## config.mk

```make
export PLATFORM = sky130hd
export DESIGN_NAME = gpio_irq_bank
export DESIGN_NICKNAME = d
export VERILOG_FILES = /design/src/rtl/gpio_bank_pkg.sv /design/src/rtl/gpio_sync_edge.sv /design/src/rtl/gpio_event_reg.sv /design/src/rtl/gpio_pad_drive.sv /design/src/rtl/gpio_irq_bank.sv
export SDC_FILE = /design/constraint.sdc
export NUM_CORES = 1
export LEC_CHECK = 0
export BUFFER_PORTS_ARGS = -buffer_cell sky130_fd_sc_hd__buf_2
export CAP_MARGIN = 20
export CORE_ASPECT_RATIO = 1.75
export CORE_UTILIZATION = 35
export DETAILED_ROUTE_END_ITERATION = 10
export GPL_ROUTABILITY_DRIVEN = 0
export SYNTH_ARGS = -nofsm -noshare
export SYNTH_HDL_FRONTEND = slang
export SYNTH_SLANG_ARGS = --single-unit
```

## constraint.sdc

```tcl
create_clock -name clk -period 1.6 [get_ports clk]
set_clock_uncertainty 0.1 [all_clocks]
set_input_delay 0.32 -clock clk [delete_from_list [all_inputs] [get_ports clk]]
set_output_delay 0.32 -clock clk [all_outputs]
set_load 0.005 [all_outputs]
```

## src/rtl/gpio_bank_pkg.sv

```systemverilog
package gpio_bank_pkg;
  localparam int unsigned REG_AW = 3;

  // Word addresses of the register file.
  typedef enum logic [REG_AW-1:0] {
    RA_DIR       = 3'd0,
    RA_OPENDRAIN = 3'd1,
    RA_DATA      = 3'd2,
    RA_PENDING   = 3'd3,
    RA_MASK      = 3'd4,
    RA_EDGESEL   = 3'd5,
    RA_INBUF     = 3'd6,
    RA_SPARE     = 3'd7
  } reg_addr_e;
endpackage

```

## src/rtl/gpio_sync_edge.sv

```systemverilog
module gpio_sync_edge #(
  parameter int unsigned NLINES = 32,
  parameter int unsigned STAGES = 2
) (
  input  logic              clk,
  input  logic              rst,
  input  logic [NLINES-1:0] pin_i,
  input  logic [NLINES-1:0] fall_only_i,
  output logic [NLINES-1:0] level_o,
  output logic [NLINES-1:0] edge_o
);
  localparam int unsigned HIST = STAGES + 1;

  for (genvar g = 0; g < NLINES; g++) begin : g_line
    logic [HIST-1:0] shreg;
    logic            cur;
    logic            prev;

    always_ff @(posedge clk) begin
      if (rst) shreg <= '0;
      else     shreg <= {shreg[HIST-2:0], pin_i[g]};
    end

    assign cur  = shreg[STAGES-1];
    assign prev = shreg[STAGES];
    assign level_o[g] = cur;
    assign edge_o[g]  = fall_only_i[g] ? (prev & ~cur) : (prev ^ cur);

    // a falling-only line reports an edge only after a high-to-low step
    a_r7_fall_only: assert property (@(posedge clk) disable iff (rst)
      (edge_o[g] && fall_only_i[g]) |-> (!level_o[g] && $past(level_o[g])));
  end
endmodule

```

## src/rtl/gpio_event_reg.sv

```systemverilog
module gpio_event_reg #(
  parameter int unsigned WIDTH = 32
) (
  input  logic             clk,
  input  logic             rst,
  input  logic [WIDTH-1:0] set_i,
  input  logic [WIDTH-1:0] clr_i,
  output logic [WIDTH-1:0] evt_o
);
  always_ff @(posedge clk) begin
    if (rst) evt_o <= '0;
    else     evt_o <= (evt_o & ~clr_i) | set_i;
  end

  // a new edge wins over a simultaneous clear
  a_r9_set_wins: assert property (@(posedge clk) disable iff (rst)
    (set_i != '0) |=> ((evt_o & $past(set_i)) == $past(set_i)));

  // cleared bits without a new edge are gone next cycle
  a_r8_w1c: assert property (@(posedge clk) disable iff (rst)
    (clr_i != '0) |=> ((evt_o & $past(clr_i & ~set_i)) == '0));

  // no clear and no edge keeps the pending state
  a_r8_hold: assert property (@(posedge clk) disable iff (rst)
    (clr_i == '0 && set_i == '0) |=> $stable(evt_o));
endmodule

```

## src/rtl/gpio_pad_drive.sv

```systemverilog
module gpio_pad_drive #(
  parameter int unsigned NLINES = 32
) (
  input  logic              clk,
  input  logic              rst,
  input  logic [NLINES-1:0] dir_i,
  input  logic [NLINES-1:0] odr_i,
  input  logic [NLINES-1:0] dat_i,
  output logic [NLINES-1:0] pad_out_o,
  output logic [NLINES-1:0] pad_oe_o
);
  always_ff @(posedge clk) begin
    if (rst) begin
      pad_out_o <= '0;
      pad_oe_o  <= '0;
    end else begin
      pad_out_o <= dat_i & ~odr_i;
      pad_oe_o  <= dir_i & (~odr_i | ~dat_i);
    end
  end

  // an open-drain line never drives a high level
  a_r6_od_low: assert property (@(posedge clk) disable iff (rst)
    1'b1 |=> ((pad_out_o & $past(odr_i)) == '0));

  // an input line is never driven
  a_r4_input_released: assert property (@(posedge clk) disable iff (rst)
    1'b1 |=> ((pad_oe_o & ~$past(dir_i)) == '0));
endmodule

```

## src/rtl/gpio_irq_bank.sv

```systemverilog
module gpio_irq_bank
  import gpio_bank_pkg::*;
#(
  parameter int unsigned NLINES = 32,
  parameter int unsigned SYNC_STAGES = 2
) (
  input  logic                  clk,
  input  logic                  rst,
  input  logic                  bus_wr_en,
  input  logic                  bus_rd_en,
  input  logic [REG_AW-1:0]     bus_addr,
  input  logic [NLINES-1:0]     bus_wdata,
  output logic [NLINES-1:0]     bus_rdata,
  input  logic [NLINES-1:0]     pad_in,
  output logic [NLINES-1:0]     pad_out,
  output logic [NLINES-1:0]     pad_oe,
  output logic                  irq_o
);
  localparam int unsigned MSB = NLINES - 1;

  reg_addr_e            addr_e;
  logic [NLINES-1:0]    dir_q, odr_q, dat_q, msk_q, esel_q, ibe_q;
  logic [NLINES-1:0]    evt_q;
  logic [NLINES-1:0]    clr_bus;
  logic [NLINES-1:0]    data_view;

  // line-indexed views
  logic [NLINES-1:0]    dir_ln, odr_ln, dat_ln, esel_ln;
  logic [NLINES-1:0]    lvl_ln, edge_ln;
  // bus-bit views of line signals
  logic [NLINES-1:0]    lvl_bus, edge_bus;

  assign addr_e = reg_addr_e'(bus_addr);

  // reversed numbering between register bits and line indices
  for (genvar g = 0; g < NLINES; g++) begin : g_rev
    assign dir_ln[g]      = dir_q[MSB-g];
    assign odr_ln[g]      = odr_q[MSB-g];
    assign dat_ln[g]      = dat_q[MSB-g];
    assign esel_ln[g]     = esel_q[MSB-g];
    assign lvl_bus[MSB-g] = lvl_ln[g];
    assign edge_bus[MSB-g] = edge_ln[g];
  end

  // Control register file
  always_ff @(posedge clk) begin
    if (rst) begin
      dir_q  <= '0;
      odr_q  <= '0;
      dat_q  <= '0;
      msk_q  <= '0;
      esel_q <= '0;
      ibe_q  <= '0;
    end else if (bus_wr_en) begin
      unique case (addr_e)
        RA_DIR:       dir_q  <= bus_wdata;
        RA_OPENDRAIN: odr_q  <= bus_wdata;
        RA_DATA:      dat_q  <= bus_wdata;
        RA_MASK:      msk_q  <= bus_wdata;
        RA_EDGESEL:   esel_q <= bus_wdata;
        RA_INBUF:     ibe_q  <= bus_wdata;
        default:      ;
      endcase
    end
  end

  assign clr_bus = (bus_wr_en && addr_e == RA_PENDING) ? bus_wdata : '0;

  // outputs read their latch, inputs read the gated synchronised pin
  assign data_view = (dat_q & dir_q) | (lvl_bus & ~dir_q & ibe_q);

  always_ff @(posedge clk) begin
    if (rst) begin
      bus_rdata <= '0;
    end else if (bus_rd_en) begin
      unique case (addr_e)
        RA_DIR:       bus_rdata <= dir_q;
        RA_OPENDRAIN: bus_rdata <= odr_q;
        RA_DATA:      bus_rdata <= data_view;
        RA_PENDING:   bus_rdata <= evt_q;
        RA_MASK:      bus_rdata <= msk_q;
        RA_EDGESEL:   bus_rdata <= esel_q;
        RA_INBUF:     bus_rdata <= ibe_q;
        default:      bus_rdata <= '0;
      endcase
    end
  end

  always_ff @(posedge clk) begin
    if (rst) irq_o <= 1'b0;
    else     irq_o <= |(evt_q & msk_q);
  end

  gpio_sync_edge #(.NLINES(NLINES), .STAGES(SYNC_STAGES)) u_sync (
    .clk         (clk),
    .rst         (rst),
    .pin_i       (pad_in),
    .fall_only_i (esel_ln),
    .level_o     (lvl_ln),
    .edge_o      (edge_ln)
  );

  gpio_event_reg #(.WIDTH(NLINES)) u_evt (
    .clk   (clk),
    .rst   (rst),
    .set_i (edge_bus),
    .clr_i (clr_bus),
    .evt_o (evt_q)
  );

  gpio_pad_drive #(.NLINES(NLINES)) u_pads (
    .clk       (clk),
    .rst       (rst),
    .dir_i     (dir_ln),
    .odr_i     (odr_ln),
    .dat_i     (dat_ln),
    .pad_out_o (pad_out),
    .pad_oe_o  (pad_oe)
  );

  // reset leaves every output quiet
  a_r1_reset_quiet: assert property (@(posedge clk)
    rst |=> (bus_rdata == '0 && irq_o == 1'b0 && pad_oe == '0 && pad_out == '0));

  // interrupt follows masked pending one cycle later
  a_r10_irq_follows: assert property (@(posedge clk) disable iff (rst)
    1'b1 |=> (irq_o == |($past(evt_q & msk_q))));

  // read data holds while no read is issued
  a_r12_rdata_hold: assert property (@(posedge clk) disable iff (rst)
    !bus_rd_en |=> $stable(bus_rdata));
endmodule

```

==> results of run 1 <==
-- metrics by stage --
stage          area, µm²  cells
2_1_floorplan      16480   1916
6_report           20810   2798
5_1_grt            20810   2798
4_1_cts            20810   2796
3_5_place_dp       18770   2658
3_3_place_gp       18770   2658
-- sequential cells by signal, summed over array words and instances, names as in the netlist --
name                 cells
u_sync.g_line.shreg     96
bus_rdata               32
dat_q                   32
dir_q                   32
esel_q                  32
ibe_q                   32
msk_q                   32
odr_q                   32
u_evt.evt_o             32
u_pads.pad_oe_o         32
u_pads.pad_out_o        32
irq_o                    1
-- timing repair --
item / 4_1_cts / 5_1_grt
resized for setup: 0 / 0
endpoints found under the hold margin: 197 / 0
hold buffers: 64 / 0
-- cell usage after synthesis (31+ instances only) --
cell      instances
a21oi_1         227
nor3b_1          32
nor2_1          104
nand2_1         502
inv_1            66
nor2b_1          67
nand3b_1         31
dfxtp_1         417
ha_1             32
a211oi_1         37
mux2i_1          38
a221oi_1         61
clkbuf_1         79
-- worst max-delay path: cells and delay by family --
family	cells	cell delay [ps]
buf+inv	4	1100
simple gates	1	530
-- report_power, final --
| group | internal, mW | total [mW] | switching [mW] |
|---|---|---|---|
| sequential | 10.7 | 10.9 | 0.255 |
| combinational | 0.771 | 1.77 | 0.998 |
| clock | 5.92 | 10.1 | 4.16 |
| total | 17.4 | 22.8 | 5.42 |
-- worst max path at each step --
| stage | start | to | slack (ps) | depth (start not counted) |
|---|---|---|---|---|
| 2_1_floorplan | bus_addr[0] | dat_q[10]$_SDFFE_PP0P_ | -110 | 8 |
| 3_3_place_gp | bus_addr[2] | dat_q[19]$_SDFFE_PP0P_ | -260 | 6 |
| 3_5_place_dp | bus_addr[1] | dat_q[19]$_SDFFE_PP0P_ | -300 | 6 |
| 4_1_cts | bus_rdata[29]$_SDFFE_PP0P_ | bus_rdata[29] | 40 | 1 |
| 5_1_grt | bus_rdata[29]$_SDFFE_PP0P_ | bus_rdata[29] | 30 | 1 |
| 6_report | rst | u_pads.pad_out_o[2]$_SDFF_PP0_ | 20 | 5 |
-- cell families (layout without fill, tap and decap cells) --
logic type	Yosys count	after routing	synth area share, %
buffers and inverters	195	492	5.104
AO/OA/AOI/OAI	438	438	17.06
other	0	2	0
AND/OR/NAND/NOR	770	770	20.56
adder cells (fa/ha/maj)	32	32	2.434
multiplexers	64	64	4.092
flip-flops	417	417	50.75
-- routing by layer --
layer,up-vias,track usage (%),routed length (µm)
li1,7047,-,-
met1,6843,24.15,20350
met2,585,41.80,27970
met3,172,3.111,3075
met4,0,14.49,3381
met5,-,0,0
-- area by class of cell --
type	instances	area, µm²
clock inverters	16	224.0
well taps	583	729.5
fillers	4467	25380
clock buffers	58	1170
diodes	2	5.005
flip-flops and latches	417	8348
repair buffers	350	2758
multi-input cells	1304	7323
inverters	68	255.2
==> summary.txt, run 1 <==
Die height -> 288.8 µm
Failing checks -> design-rule violations
Top-area cell type share of the netlist area -> 50.75%
DRC -> 17
Die X -> 165.9 µm
Required time worst endpoint -> 1990 ps
Overall Global Routing Usage -> 22.58%
Hold path endpoint -> u_evt.evt_o[14]$_SDFF_PP0_
Syn Area/Cell -> 8.585 µm²
Initial antenna violation count -> 2
DP Wirelength -> 39.22 mm
Unrepaired setup endpoints after global routing -> false
Commonest non-fill, non-tap cell in the layout -> nand2_1
Power per cell area -> 1095 nW/µm²
Asr flop ratio synth -> 0%
Setup WS pre-CTS -> -303.6 ps
Setup TNS -> 0 ps
Register area share after synthesis -> 50.75%
Post-Syn Area -> 16450 µm²
Final hold viol count -> 0
Hold Crit Start -> bus_wdata[14]
Initial drt markers -> 1065
Vias -> 14.65k
Grt ovf -> 0
IO buf count -> 167
Clk buf depth -> 3
Worst-path cell chain -> dlygate4sd3_1, buf_8, buf_12, nor3b_1, buf_4
Startpoint types -> input port
Slew HR -> 60.36%
Area grow syn2layout -> 26.52%
Worst EP arrival -> 1970 ps
Ys flop type -> dfxtp_1
Largest net degree at the start of global routing -> 94
Crit path kind -> in2reg
RR Endpoint -> irq_o$_SDFF_PP0_
Post-layout min period -> 1579 ps
Final period utilization -> 98.69%
# H-tree levels -> 2
Final WS setup -> 20.91 ps
Crit path max fanout -> 31
Die Area -> 47900 µm²
Most frequent cells in the layout -> nand2_1, dfxtp_1, a21oi_1, buf_2, nor2_1
Max Cap Violations -> 0
Worst Hold Class -> in2reg
CTS tree -> yes
Nets -> 2284
Number of synthesis warnings -> 0
I/O pin total -> 168
Worst skew pair latency -> 550 ps
Status -> finished with violations
CP endpoint kind -> register
Layout cell share with drive strength beyond 1 -> 17.85%
Slowest CP cell -> dlygate4sd3_1
Global-route wire length before repair -> 83.23 mm
Number of setup buffers added after CTS -> 0
WHS -> 14.63 ps
Worst-margin pin slew -> 593.3 ps
WL final -> 54.78 mm
Crit path largest cell delay -> 570 ps
Fmax -> 633.3 MHz
FP Rows -> 104
Clock-pin slew on the worst setup and hold paths -> 60 ps
Worst Reg-to-Reg Cells -> 4
Largest cells by area after synthesis -> dfxtp_1, nand2_1, a21oi_1
Drt pass-1 iters -> 10
Avg WL per Cell -> 19.58 µm
R2R Path Start -> u_evt.evt_o[4]$_SDFF_PP0_
Total CTS buffers -> 40
Utilization after layout -> 45.05%
Top cell type by total area after synthesis -> dfxtp_1
# clock sinks -> 417
CTS root buf -> clkbuf_16
Synth Register Bits -> 417
Final Max Tran Viols -> 0
Core Area -> 46190 µm²
Post-synth EDFFs -> 0
Synth cell types -> 44
Pleak -> 7.837 nW
Vias in the first global route -> 14.61k
Final setup viols -> 0
R2r setup slk -> 150 ps
Total chip power -> 22.78 mW
Synthesized Nets -> 2019
Max rail drop VDD -> 0.6727 mV
Post-route ant nets -> 0
Cells after Synth -> 1916
DR vias/cell -> 5.235
Initial Utilization -> 35.61%
Hold Path Depth -> 4
No activity file was read; power rests on OpenSTA's default activity.
==> run 2: changes to the inputs <==
CAP_MARGIN = default   (was 20)
clock period = 1.3 ns   (was 1.6 ns; I/O delays follow)
==> summary.txt, run 2 (synthesis results as in run 1) <==
Status -> finished with violations
Failing checks -> design-rule violations, negative setup slack
Initial drt markers -> 1075
CTS tree -> yes
Worst skew pair latency -> 560 ps
R2r setup slk -> -90 ps
Final hold viol count -> 0
Pleak -> 8.712 nW
Most frequent cells in the layout -> nand2_1, dfxtp_1, a21oi_1, buf_4, buf_2
Crit path kind -> reg2out
Die X -> 165.9 µm
Utilization after layout -> 48.80%
Initial antenna violation count -> 2
Worst Hold Class -> in2reg
# clock sinks -> 417
Hold Crit Start -> bus_wdata[18]
Worst-margin pin slew -> 327.0 ps
CTS root buf -> clkbuf_16
# H-tree levels -> 2
Layout cell share with drive strength beyond 1 -> 28.57%
Global-route wire length before repair -> 86.08 mm
Total CTS buffers -> 40
Max reg flops -> 96
Post-route ant nets -> 0
Worst Reg-to-Reg Cells -> 5
DR vias/cell -> 5.271
Power per cell area -> 1273 nW/µm²
R2R Path Start -> msk_q[10]$_SDFFE_PP0P_
Crit path max fanout -> 2
Grt ovf -> 0
Worst EP arrival -> 1050 ps
Vias -> 15.33k
WL final -> 57.73 mm
DRC -> 13
Fmax -> 711.3 MHz
Initial Utilization -> 35.61%
Crit path largest cell delay -> 360 ps
Sequential cell area -> 8457 µm²
Multi-input gate area -> 7775 µm²
Fillers -> 4312
Max rail drop VDD -> 0.8572 mV
Area grow syn2layout -> 37.03%
Finished Layout Cells -> 2908
Clock-pin slew on the worst setup and hold paths -> 70 ps
RR Endpoint -> irq_o$_SDFF_PP0_
Largest net degree at the start of global routing -> 50
CP endpoint kind -> output pin
Hold Path Depth -> 4
Die Area -> 47900 µm²
Drt pass-1 iters -> 11
Avg WL per Cell -> 19.85 µm
Nets -> 2397
Final period utilization -> 108.2%
Final Max Tran Viols -> 0
Overall Global Routing Usage -> 23.57%
Post-layout min period -> 1406 ps
Required time worst endpoint -> 940 ps
FP Rows -> 104
Dpl cells -> 2755
Final setup viols -> 98
Commonest non-fill, non-tap cell in the layout -> nand2_1
I/O pin total -> 168
Startpoint types -> register
Max Cap Violations -> 0
Slew HR -> 78.05%
Die height -> 288.8 µm
CP top delay family -> flip-flops
Core Area -> 46190 µm²
Vias in the first global route -> 15.18k
IO buf count -> 167
DP Wirelength -> 39.83 mm
Worst-path cell chain -> buf_2
Total chip power -> 28.70 mW
Final WS setup -> -106.0 ps
Unrepaired setup endpoints after global routing -> true
Top reg by flops -> u_sync.g_line.shreg
Clk buf depth -> 3
Slowest CP cell -> dfxtp_2
Hold path endpoint -> u_evt.evt_o[18]$_SDFF_PP0_
Bufs and invs on worst path -> 1
==> run 2: routing by layer <==
layer  track usage (%)  vias to the layer above  part of all wire, %
li1                  -                     7274                    -
met1             25.34                     7330                   37
met2             43.74                      565                   52
met3             3.152                      158                  5.6
met4             14.63                        2                  5.5
met5                 0                        -                0.021
==> run 2: what timing repair did <==
action / 4_1_cts / 5_1_grt
setup buffers: 10 / 8
endpoints found under the hold margin: 169 / 0
hold buffers: 63 / 0
gates cloned: 0 / 0
gates resized for setup: 85 / 91
pin swaps: 8 / 25
setup endpoints to repair: 110 / 129
==> run 2: how the worst max path moves through the flow <==
stage | from | to | depth (start not counted)
after global placement | bus_addr[2] | dat_q[18]$_SDFFE_PP0P_ | 6
final | bus_rdata[12]$_SDFFE_PP0P_ | bus_rdata[12] | 1
after detailed placement | bus_addr[2] | dat_q[20]$_SDFFE_PP0P_ | 6
after floorplan | bus_addr[0] | dat_q[10]$_SDFFE_PP0P_ | 8
after CTS | msk_q[29]$_SDFFE_PP0P_ | irq_o$_SDFF_PP0_ | 5
after global routing | msk_q[29]$_SDFFE_PP0P_ | irq_o$_SDFF_PP0_ | 5
==> run 2: per-stage QoR <==
step	setup TNS, ps	instance area [µm²]	hold slack, ps	worst slack (ps)
after floorplan	-35100	16810	288.2	-347.5
after global placement	-104740	19780	319.1	-500.5
after detailed placement	-110670	19780	320.4	-515.5
after CTS	-5645	22180	6.855	-113.2
after global routing	-6675	22540	17.39	-201.3
final	-4303	22540	19.92	-106.0
==> run 2: final cells by class <==
| cell class | instances | share of cell area [%] |
|---|---|---|
| Multi-Input combinational cell | 1304 | 34.49 |
| Antenna cell | 1 | 0.01110 |
| Clock inverter | 16 | 1.105 |
| Clock buffer | 56 | 5.201 |
| Timing Repair Buffer | 463 | 17.31 |
| Tap cell | 583 | 3.236 |
| Sequential cell | 417 | 37.52 |
| Inverter | 68 | 1.132 |
==> run 2: where the power goes <==
group	internal [mW]	leakage (nW)	switching [mW]
combinational	1.20	4.59	1.40
sequential	13.1	3.43	0.304
clock	7.52	0.697	5.14
